`config.mk`:
```
export PLATFORM = sky130hd
export DESIGN_NAME = host_mailbox
export DESIGN_NICKNAME = d
export VERILOG_FILES = /design/src/rtl/hmb_pkg.sv /design/src/rtl/hmb_edge_sync.sv /design/src/rtl/hmb_channel.sv /design/src/rtl/host_mailbox.sv
export SDC_FILE = /design/constraint.sdc
export NUM_CORES = 1
export LEC_CHECK = 0
export ABC_AREA = 1
export BUFFER_PORTS_ARGS = -buffer_cell sky130_fd_sc_hd__buf_2
export CORE_ASPECT_RATIO = 1.1
export CORE_MARGIN = 4
export CORE_UTILIZATION = 25
export CTS_CLUSTER_DIAMETER = 30
export DETAILED_ROUTE_END_ITERATION = 6
export SLEW_MARGIN = 5
export SYNTH_ARGS = -nofsm -noshare
export SYNTH_HDL_FRONTEND = slang
export SYNTH_SLANG_ARGS = --single-unit
```
`constraint.sdc`:
```
create_clock -name clk -period 1.2 [get_ports clk]
set_input_delay 0.12 -clock clk [delete_from_list [all_inputs] [get_ports clk]]
set_output_delay 0.12 -clock clk [all_outputs]
set_load 0.01 [all_outputs]
```
`src/rtl/hmb_pkg.sv`:
```
package hmb_pkg;

    localparam int BYTE_W = 8;

    // Status word layout; bit positions are read by the host
    typedef struct packed {
        logic [3:0] usr_hi;    // bits 7..4 slave flags
        logic       cmd_flag;  // bit 3 A0 of last host write
        logic       usr_lo;    // bit 2 slave flag
        logic       in_full;   // bit 1
        logic       out_full;  // bit 0
    } hmb_stat_t;

    localparam logic [BYTE_W-1:0] USR_MASK = 8'hF4;

    // One slave-side access already decoded for a single channel
    typedef struct packed {
        logic              rd_data;
        logic              wr_data;
        logic              wr_stat;
        logic [BYTE_W-1:0] wdata;
    } slv_req_t;

    function automatic hmb_stat_t merge_user(hmb_stat_t cur, logic [BYTE_W-1:0] wd);
        return hmb_stat_t'((cur & ~USR_MASK) | (wd & USR_MASK));
    endfunction

    // Set dominates clear
    function automatic logic next_flag(logic cur, logic set, logic clr);
        if (set)      return 1'b1;
        else if (clr) return 1'b0;
        return cur;
    endfunction

endpackage

```
`src/rtl/hmb_edge_sync.sv`:
```
module hmb_edge_sync #(
    parameter int STAGES = 2
) (
    input  logic clk,
    input  logic rst,
    input  logic async_in,
    output logic rise_pulse
);
    logic [STAGES:0] chain;

    always_ff @(posedge clk) begin
        if (rst) chain <= '0;
        else     chain <= {chain[STAGES-1:0], async_in};
    end

    assign rise_pulse = chain[STAGES-1] & ~chain[STAGES];

    // a detected edge never lasts two cycles
    a_r8_single_pulse: assert property (@(posedge clk) disable iff (rst)
        rise_pulse |=> !rise_pulse);

endmodule

```
`src/rtl/hmb_channel.sv`:
```
module hmb_channel
    import hmb_pkg::*;
(
    input  logic              clk,
    input  logic              rst,
    input  logic              h_wr,
    input  logic              h_rd,
    input  logic              h_a0,
    input  logic [BYTE_W-1:0] h_data,
    input  slv_req_t          sreq,
    output logic [BYTE_W-1:0] ibuf,
    output logic [BYTE_W-1:0] obuf,
    output hmb_stat_t         stat
);
    hmb_stat_t stat_nx;

    always_comb begin
        stat_nx = stat;
        if (sreq.wr_stat) stat_nx = merge_user(stat, sreq.wdata);
        stat_nx.in_full  = next_flag(stat.in_full,  h_wr, sreq.rd_data);
        stat_nx.out_full = next_flag(stat.out_full, sreq.wr_data, h_rd);
        if (h_wr) stat_nx.cmd_flag = h_a0;
    end

    always_ff @(posedge clk) begin
        if (rst) begin
            stat <= '0;
            ibuf <= '0;
            obuf <= '0;
        end else begin
            stat <= stat_nx;
            if (h_wr)         ibuf <= h_data;
            if (sreq.wr_data) obuf <= sreq.wdata;
        end
    end

    a_r2_out_set: assert property (@(posedge clk) disable iff (rst)
        sreq.wr_data |=> stat.out_full && obuf == $past(sreq.wdata));
    a_r2_out_clr: assert property (@(posedge clk) disable iff (rst)
        h_rd && !sreq.wr_data |=> !stat.out_full);
    a_r3_in_set: assert property (@(posedge clk) disable iff (rst)
        h_wr |=> stat.in_full);
    a_r3_in_clr: assert property (@(posedge clk) disable iff (rst)
        sreq.rd_data && !h_wr |=> !stat.in_full);
    a_r4_cmd_capture: assert property (@(posedge clk) disable iff (rst)
        h_wr |=> stat.cmd_flag == $past(h_a0));
    a_r5_data_capture: assert property (@(posedge clk) disable iff (rst)
        h_wr |=> ibuf == $past(h_data));
    a_r7_hw_bits_kept: assert property (@(posedge clk) disable iff (rst)
        sreq.wr_stat && !h_wr && !h_rd && !sreq.rd_data && !sreq.wr_data
        |=> $stable(stat.in_full) && $stable(stat.out_full) && $stable(stat.cmd_flag));
    a_r9_set_wins_in: assert property (@(posedge clk) disable iff (rst)
        h_wr && sreq.rd_data |=> stat.in_full);
    a_r9_set_wins_out: assert property (@(posedge clk) disable iff (rst)
        sreq.wr_data && h_rd |=> stat.out_full);

endmodule

```
`src/rtl/host_mailbox.sv`:
```
module host_mailbox
    import hmb_pkg::*;
#(
    parameter int NCH         = 2,
    parameter int SYNC_STAGES = 2
) (
    input  logic                   clk,
    input  logic                   rst,
    input  logic [NCH-1:0]         host_sel,
    input  logic                   host_rd,
    input  logic                   host_wr,
    input  logic                   host_a0,
    input  logic [BYTE_W-1:0]      host_din,
    output logic [BYTE_W-1:0]      host_dout,
    input  logic [$clog2(NCH):0]   slv_addr,
    input  logic                   slv_rd,
    input  logic                   slv_wr,
    input  logic [BYTE_W-1:0]      slv_wdata,
    output logic [BYTE_W-1:0]      slv_rdata
);
    localparam int CH_W = $clog2(NCH);

    logic wr_pulse, rd_pulse;
    logic [CH_W-1:0] slv_ch;

    hmb_stat_t         ch_stat [NCH];
    logic [BYTE_W-1:0] ch_ibuf [NCH];
    logic [BYTE_W-1:0] ch_obuf [NCH];

    assign slv_ch = slv_addr[CH_W:1];

    hmb_edge_sync #(.STAGES(SYNC_STAGES)) u_wr_sync (
        .clk(clk), .rst(rst), .async_in(host_wr), .rise_pulse(wr_pulse));
    hmb_edge_sync #(.STAGES(SYNC_STAGES)) u_rd_sync (
        .clk(clk), .rst(rst), .async_in(host_rd), .rise_pulse(rd_pulse));

    for (genvar c = 0; c < NCH; c++) begin : g_ch
        slv_req_t req;
        logic     hit;
        assign hit         = slv_ch == CH_W'(c);
        assign req.rd_data = slv_rd & hit & ~slv_addr[0];
        assign req.wr_data = slv_wr & hit & ~slv_addr[0];
        assign req.wr_stat = slv_wr & hit &  slv_addr[0];
        assign req.wdata   = slv_wdata;

        hmb_channel u_ch (
            .clk   (clk),
            .rst   (rst),
            .h_wr  (wr_pulse & host_sel[c]),
            .h_rd  (rd_pulse & host_sel[c] & ~host_a0),
            .h_a0  (host_a0),
            .h_data(host_din),
            .sreq  (req),
            .ibuf  (ch_ibuf[c]),
            .obuf  (ch_obuf[c]),
            .stat  (ch_stat[c])
        );
    end

    // Lowest selected channel drives the host bus
    always_comb begin
        host_dout = '0;
        for (int c = NCH - 1; c >= 0; c--) begin
            if (host_sel[c]) host_dout = host_a0 ? BYTE_W'(ch_stat[c]) : ch_obuf[c];
        end
    end

    always_comb begin
        slv_rdata = '0;
        for (int c = 0; c < NCH; c++) begin
            if (slv_ch == CH_W'(c))
                slv_rdata = slv_addr[0] ? BYTE_W'(ch_stat[c]) : ch_ibuf[c];
        end
    end

    // nothing selected means a quiet host bus
    a_r6_idle_bus: assert property (@(posedge clk) disable iff (rst)
        host_sel == '0 |-> host_dout == '0);

endmodule

```
==> summary.md, run 1 <==
| Metric | Value |
|---|---|
| Hold Crit Endpoint | `u_rd_sync.chain[0]$_SDFF_PP0_` |
| Max FO, Critical Path | `2` |
| CP required | `1.08 ns` |
| Final hold violations | `0` |
| Drt first pass iters | `7` |
| Die Ht | `109.3 µm` |
| Starting Density | `26.03%` |
| GPL Wtd Cong | `0.8316` |
| Final Non-Filler Cells | `495` |
| Routed wire length | `6469 µm` |
| Setup bufs post-CTS | `0` |
| Clock period minus worst slack | `1.243 ns` |
| Lkg Pwr | `0.001206 µW` |
| Comb pwr share | `12.1%` |
| Seq cells post-synth | `54` |
| Cell depth of the worst flop-to-flop path | `6` |
| Pwr/cell area | `1296 mW/mm²` |
| DIE AREA | `0.01095 mm²` |
| Synth unique cells | `18` |
| Syn Nets | `361` |
| I/O pins | `43` |
| Diode count | `0` |
| Seq pwr share | `49.5%` |
| Core area | `0.008964 mm²` |
| Maximum vdd ir drop | `0.0004977 V` |
| Layout area overhead | `26.76%` |
| Max Cap Violations | `0` |
| DR vias/cell | `4.606` |
| Max H-tree Level | `2` |
| CTS hold repair buffers | `0` |
| Period utilization | `103.6%` |
| Largest net degree at the start of global routing | `24` |
| Initial antenna violation count | `0` |
| Clock skew after layout | `0.005231 ns` |
| Cell area after synthesis | `0.002333 mm²` |
| Clock Pin Slew Worst Setup and Hold Paths | `0.09 ns` |
| Layout cells sized above 1 | `27.30%` |
| Worst Path Class, Setup | `reg2out` |
| TritonCTS Buffers | `5` |
| Final worst slack | `-0.04270 ns` |
| Unrepaired setup endpoints after global routing | `yes` |
| DRT iter0 DRCs | `96` |
| Worst Setup End Kind | `output pin` |
| Relative slew slack | `72.15%` |
| Status | `complete, but fails checks` |
| CTS tree | `yes` |
| Dpl ws | `0.04707 ns` |
| WP data arrival | `1.12 ns` |
| Setup TNS Final | `-0.06024 ns` |
| Worst Setup SP | `g_ch[0].u_ch.stat[3]$_SDFFE_PP0P_` |
| Startpoint types | `flip-flop` |
| RR Endpoint | `g_ch[0].u_ch.ibuf[6]$_SDFFE_PP0P_` |
| DRC viols | `2` |
| Final nets | `407` |
| # rows | `36` |
| # fillers | `964` |
| Vias in the first global route | `2,202` |
| DP HPWL | `4957 µm` |
| Clock share of power | `38.4%` |
| Hold crit path type | `in2reg` |
| Sw power | `904.0 µW` |
| First-pass GRT wire length | `10,810 µm` |
| Fmax | `804.7 MHz` |
| R2R Path Start | `u_wr_sync.chain[1]$_SDFF_PP0_` |
| DR WL/cell | `13.07 µm` |
| IO Port Bufs | `42` |
| Syn Inst Count | `334` |
| Syn avg cell area | `6.986 µm²` |
| Clock buffer depth | `2` |
| R2R setup slack | `0.06 ns` |
| Gr ovfl total | `0` |
| Setup violators final | `2` |
| Failing checks | `DRC, setup timing` |
| Hold depth | `3` |
| Actual slew at the worst max-slew pin | `0.4173 ns` |
| Total GRT Usage | `12.30%` |
| HP Start | `host_rd` |
| Seq/Total Area, Yosys | `46.33%` |
| Internal power | `2930 µW` |
| Antenna Nets Post-Route | `0` |
| Skew-Pair Late Insertion Delay | `0.30 ns` |
| DIE WIDTH | `100.1 µm` |
| Clk root buf | `clkbuf_8` |
| Yosys Warn Count | `0` |
| Fin Hold WS | `0.009272 ns` |
| Sinks on Clock Net | `54` |
| Max-slew violations | `0` |
| # placed instances | `487` |
| Via count | `2,280` |
| Switching share of total power | `23.58%` |
layout by cell type, fill, tap and decap left out, drive strengths merged, types with 3 or more instances in the layout:
cell,n
buf,57
o22ai,4
inv,21
dfxtp,54
clkbuf,6
nand3,30
nand2,66
o211ai,3
o21ai,30
a21oi,41
nor2,58
nand4,3
a22oi,5
cells by family (layout without fill, tap and decap cells):
family / count (synthesis) / count (layout) / synth area share (%)
AOI/OAI and AO/OA: 83 / 83 / 18.87
buffers and inverters: 40 / 87 / 6.970
and+or+nand+nor: 157 / 157 / 27.83
DFF: 54 / 54 / 46.33
area by class of cell:
cell class | instances | area (µm²) | share of cell area, %
Inverter | 22 | 83.83 | 2.834
Clock inverter | 2 | 60.06 | 2.030
Multi-Input combinational cell | 240 | 1120 | 37.86
Clock buffer | 6 | 82.58 | 2.792
Timing Repair Buffer | 57 | 364.1 | 12.31
Sequential cell | 54 | 1105 | 37.35
Tap cell | 114 | 142.6 | 4.822
synthesized netlist by cell type:
cell,instances,area [µm²]
inv_1,21,78.83
nand4_1,3,18.77
dfxtp_1,54,1081
clkinv_2,1,5.000
clkbuf_1,13,48.80
o22ai_1,4,25.02
nand2_1,65,244.0
nor2_2,2,12.51
a21oi_1,41,205.2
nand3_1,30,150.1
nand2_2,1,6.260
buf_4,2,15.01
nor2_1,55,206.5
buf_2,3,15.01
a22oi_1,5,37.54
o21ai_0,30,150.1
nor2_4,1,11.26
o211ai_1,3,22.52
metrics by stage:
stage	total power (µW)	area [µm²]	util [%]
2_1_floorplan	2174	2333	-
3_3_place_gp	2377	2758	30.76
4_1_cts	3849	2922	32.59
5_1_grt	4021	2958	33.00
3_5_place_dp	2384	2758	30.76
6_report	3834	2958	33.00
power groups by stage:
stage               registers [µW]  logic [µW]  clock network, µW
CTS                           1890         461               1490
finish                        1900         465               1470
floorplan                     1920         255                  0
global placement              1930         448                  0
detailed placement            1930         455                  0
global route                  1900         525               1590
how the worst max path moves through the flow:
stage                                        endpoint
floorplan                                host_dout[3]
finish                                   host_dout[3]
global route                             host_dout[3]
detailed placement  g_ch[1].u_ch.obuf[3]$_SDFFE_PP0P_
global placement    g_ch[1].u_ch.obuf[1]$_SDFFE_PP0P_
CTS                                      host_dout[3]
repair_timing:
| item | 4_1_cts | 5_1_grt |
|---|---|---|
| gates resized for setup | 27 | 20 |
| gates cloned | 0 | 0 |
| endpoints found under the setup margin | 11 | 19 |
| pin swaps | 7 | 12 |
critical path, stage by stage, from the launching register on:
cell     delay, ns
dfxtp_2       0.34
inv_2         0.04
a21oi_2       0.10
o21ai_1       0.07
o21ai_1       0.11
buf_2         0.16
sequential cells by signal, summed over array words and instances, names as in the netlist:
name	cells
g_ch.u_ch.ibuf	16
g_ch.u_ch.obuf	16
g_ch.u_ch.stat	16
u_rd_sync.chain	3
u_wr_sync.chain	3
routing by layer:
metal | global-route usage (%) | vias up | wire (µm)
met3 | 2.475 | 9 | 330
met4 | 3.176 | 0 | 66
met5 | 0 | - | 0
met2 | 21.12 | 62 | 3097
li1 | - | 1196 | -
met1 | 15.82 | 1013 | 2974
(Power assumes the default switching activity.)
==> run 2, diff against run 1 <==
--- a/config.mk
+++ b/config.mk
@@ -7,7 +7,7 @@
 export LEC_CHECK = 0
 export ABC_AREA = 1
 export BUFFER_PORTS_ARGS = -buffer_cell sky130_fd_sc_hd__buf_2
-export CORE_ASPECT_RATIO = 1.1
+export CAP_MARGIN = 40
 export CORE_MARGIN = 4
 export CORE_UTILIZATION = 25
 export CTS_CLUSTER_DIAMETER = 30
==> run 2 against run 1 <==
The flow finishes with violations (setup timing). Final cell count decreased by 1.2%. First-iteration DRC count decreased by 20%. Clock skew rose by 0.0064 ns. Clock power shrank 29%. Worst hold slack better by 0.0023 ns. Critical path type unchanged.
==> summary.md, run 2 (synthesized netlist as in run 1, its figures left out) <==
| Metric | Value |
|---|---|
| WP data arrival | `1.12 ns (about the same)` |
| Seq pwr share | `55.6% (+6.1 points)` |
| Actual slew at the worst max-slew pin | `0.4129 ns (-0.004419 ns)` |
| Critical-path top delay cell | `dfxtp_2` |
| DRT iter0 DRCs | `77 (-20%)` |
| Routed wire length | `6762 µm (+4.5%)` |
| CP required | `1.08 ns (about the same)` |
| Design area | `0.002924 mm² (-1.1%)` |
| Critical Path Most Common Cell | `o21ai_1` |
| Clock Pin Slew Worst Setup and Hold Paths | `0.10 ns (about the same)` |
| Max Cap Violations | `0 (unchanged)` |
| Failing checks | `setup timing` |
| Max-slew violations | `0 (unchanged)` |
| DR WL/cell | `13.83 µm (+5.8%)` |
| Clk root buf | `clkbuf_8` |
| Starting Density | `26.25% (+0.21 points)` |
| Setup violators final | `2 (unchanged)` |
| Die Ht | `104.6 µm (-4.3%)` |
| Most common cell after layout, fill and taps aside | `nand2_1` |
| Clock share of power | `30.5% (-7.9 points)` |
| Fmax | `805.2 MHz (about the same)` |
| Clock skew after layout | `0.01161 ns (+0.006378 ns)` |
| Max H-tree Level | `2 (unchanged)` |
| Clock buffer depth | `2 (unchanged)` |
| I/O pins | `43 (unchanged)` |
| Sinks on Clock Net | `54 (unchanged)` |
| Worst Setup End Kind | `output pin` |
| DR vias/cell | `4.722 (+2.5%)` |
| Area of placed instances | `0.002738 mm² (-0.73%)` |
| Gr ovfl total | `0 (unchanged)` |
| DIE WIDTH | `104.6 µm (+4.5%)` |
| Hold crit path type | `in2reg` |
| CTS hold repair buffers | `0 (unchanged)` |
| Skew-Pair Late Insertion Delay | `0.31 ns (about the same)` |
| Startpoint types | `flip-flop` |
| Setup bufs post-CTS | `0 (unchanged)` |
| Period utilization | `103.5% (about the same)` |
| Unrepaired setup endpoints after global routing | `yes` |
| Core area | `0.008891 mm² (-0.81%)` |
| Lkg Pwr | `0.001179 µW (-2.3%)` |
| Total GRT Usage | `12.44% (+0.14 points)` |
| Maximum vdd ir drop | `0.0005647 V (+13%)` |
| Switching share of total power | `26.58% (+3.0 points)` |
| Layout cells sized above 1 | `27.56% (+0.26 points)` |
| First-pass GRT wire length | `11,210 µm (+3.7%)` |
| Largest net degree at the start of global routing | `24 (unchanged)` |
| RR Endpoint | `g_ch[0].u_ch.ibuf[2]$_SDFFE_PP0P_` |
| Commonest cells after routing, fill and taps aside | `nand2_1 (62), nor2_1 (50), buf_2 (40)` |
| # rows | `34 (-5.6%)` |
| Status | `complete, but fails checks` |
| CTS tree | `yes` |
| Pwr/cell area | `1166 mW/mm² (-10%)` |
| Max FO, Critical Path | `2 (unchanged)` |
| R2R Path Start | `u_wr_sync.chain[1]$_SDFF_PP0_` |
| IO Port Bufs | `42 (unchanged)` |
| Diode count | `0 (unchanged)` |
| Crit-path cells | `inv_2 > a21oi_2 > o21ai_1 > o21ai_1 > buf_2` |
| Drt first pass iters | `4 (-3)` |
| Post-layout util | `32.89% (-0.11 points)` |
| Top Registers | `g_ch.u_ch.ibuf: 16 flops, g_ch.u_ch.obuf: 16 flops, g_ch.u_ch.stat: 16 flops` |
| Hold Crit Endpoint | `u_wr_sync.chain[0]$_SDFF_PP0_` |
| R2R setup slack | `0.16 ns (+0.10 ns)` |
| # placed instances | `481 (-1.2%)` |
| Worst Path Class, Setup | `reg2out` |
| Via count | `2,309 (+1.3%)` |
| Final hold violations | `0 (unchanged)` |
| Relative slew slack | `72.44% (+0.30 points)` |
| Crit-path max cell delay | `0.34 ns (about the same)` |
| GPL Wtd Cong | `0.8362 (+0.55%)` |
| Final nets | `407 (unchanged)` |
| HP Start | `host_wr` |
| Cell depth of the worst flop-to-flop path | `5 (-1)` |
| Final worst slack | `-0.04196 ns (+0.0007379 ns)` |
| Sw power | `905.9 µW (+0.22%)` |
| Initial antenna violation count | `0 (unchanged)` |
| Hold depth | `3 (unchanged)` |
| Final Non-Filler Cells | `489 (-1.2%)` |
| Clock period minus worst slack | `1.242 ns (-0.0007379 ns)` |
| TritonCTS Buffers | `5 (unchanged)` |
| Internal power | `2502 µW (-15%)` |
| Layout area overhead | `25.31%` |
| Antenna Nets Post-Route | `0 (unchanged)` |
| DP HPWL | `5080 µm (+2.5%)` |
| DIE AREA | `0.01094 mm² (about the same)` |
| DRC viols | `0 (-2)` |
| Vias in the first global route | `2,231 (+1.3%)` |
| Comb pwr share | `13.8% (+1.7 points)` |
run 2: cell types whose count changed in the layout (fill, tap and decap cells not counted), sizes merged:
cell | before | now
bufinv | 2 | 0
clkinv | 1 | 2
clkinvlp | 0 | 1
run 2: per-layer routing:
layer	share of wire, %	vias up	wire length [µm]	GRT usage, %
li1	-	1196	-	-
met1	49	1039	3340	17.15
met2	44	62	2995	19.19
met3	4.5	12	306	3.083
met4	1.8	0	119	3.936
met5	0	-	0	0
run 2: worst max-delay path by stage:
stage | slack, ns | startpoint | endpoint
detailed placement | -0.02 | slv_addr[1] | g_ch[1].u_ch.obuf[0]$_SDFFE_PP0P_
global route | -0.12 | g_ch[0].u_ch.stat[3]$_SDFFE_PP0P_ | host_dout[3]
global placement | -0.01 | slv_addr[1] | g_ch[1].u_ch.obuf[1]$_SDFFE_PP0P_
finish | -0.04 | g_ch[0].u_ch.stat[3]$_SDFFE_PP0P_ | host_dout[3]
CTS | -0.04 | g_ch[0].u_ch.stat[3]$_SDFFE_PP0P_ | host_dout[3]
floorplan | 0.15 | host_sel[0] | host_dout[3]
run 2: final cells by class:
cell class,instances,area (µm²)
Fill cell,961,5967
Clock buffer,6,82.58
Timing Repair Buffer,57,364.1
Inverter,22,83.83
Multi-Input combinational cell,240,1144
Sequential cell,54,1102
Clock inverter,2,12.51
Tap cell,108,135.1
run 2: power groups by stage:
stage                     clock [µW]  combinational (µW)  sequential, µW
after floorplan                    0                 255            1920
after global placement             0                 447            1930
after detailed placement           0                 451            1930
after CTS                       1080                 458            1890
after global routing            1150                 531            1900
final                           1040                 472            1900
run 2: through the flow:
step	hold slack [ns]	worst slack, ns	power [µW]	setup TNS (ns)
5_1_grt	0.02623	-0.1171	3588	-0.8114
3_5_place_dp	0.3351	-0.02183	2381	-0.1026
4_1_cts	0.009433	-0.04282	3434	-0.04706
6_report	0.01159	-0.04196	3408	-0.06363
3_3_place_gp	0.3315	-0.01281	2376	-0.07509
2_1_floorplan	0.2270	0.1478	2174	0
run 2: worst max-delay path, delay by kind of cell (launching register included):
family,cells,cell delay [ns]
AOI/OAI and AO/OA,3,0.28
buffers and inverters,2,0.20
DFF,1,0.34
run 2: repair_timing:
action	4_1_cts	5_1_grt
endpoints found under the setup margin	13	33
gates resized for setup	30	21
pin swaps	8	12
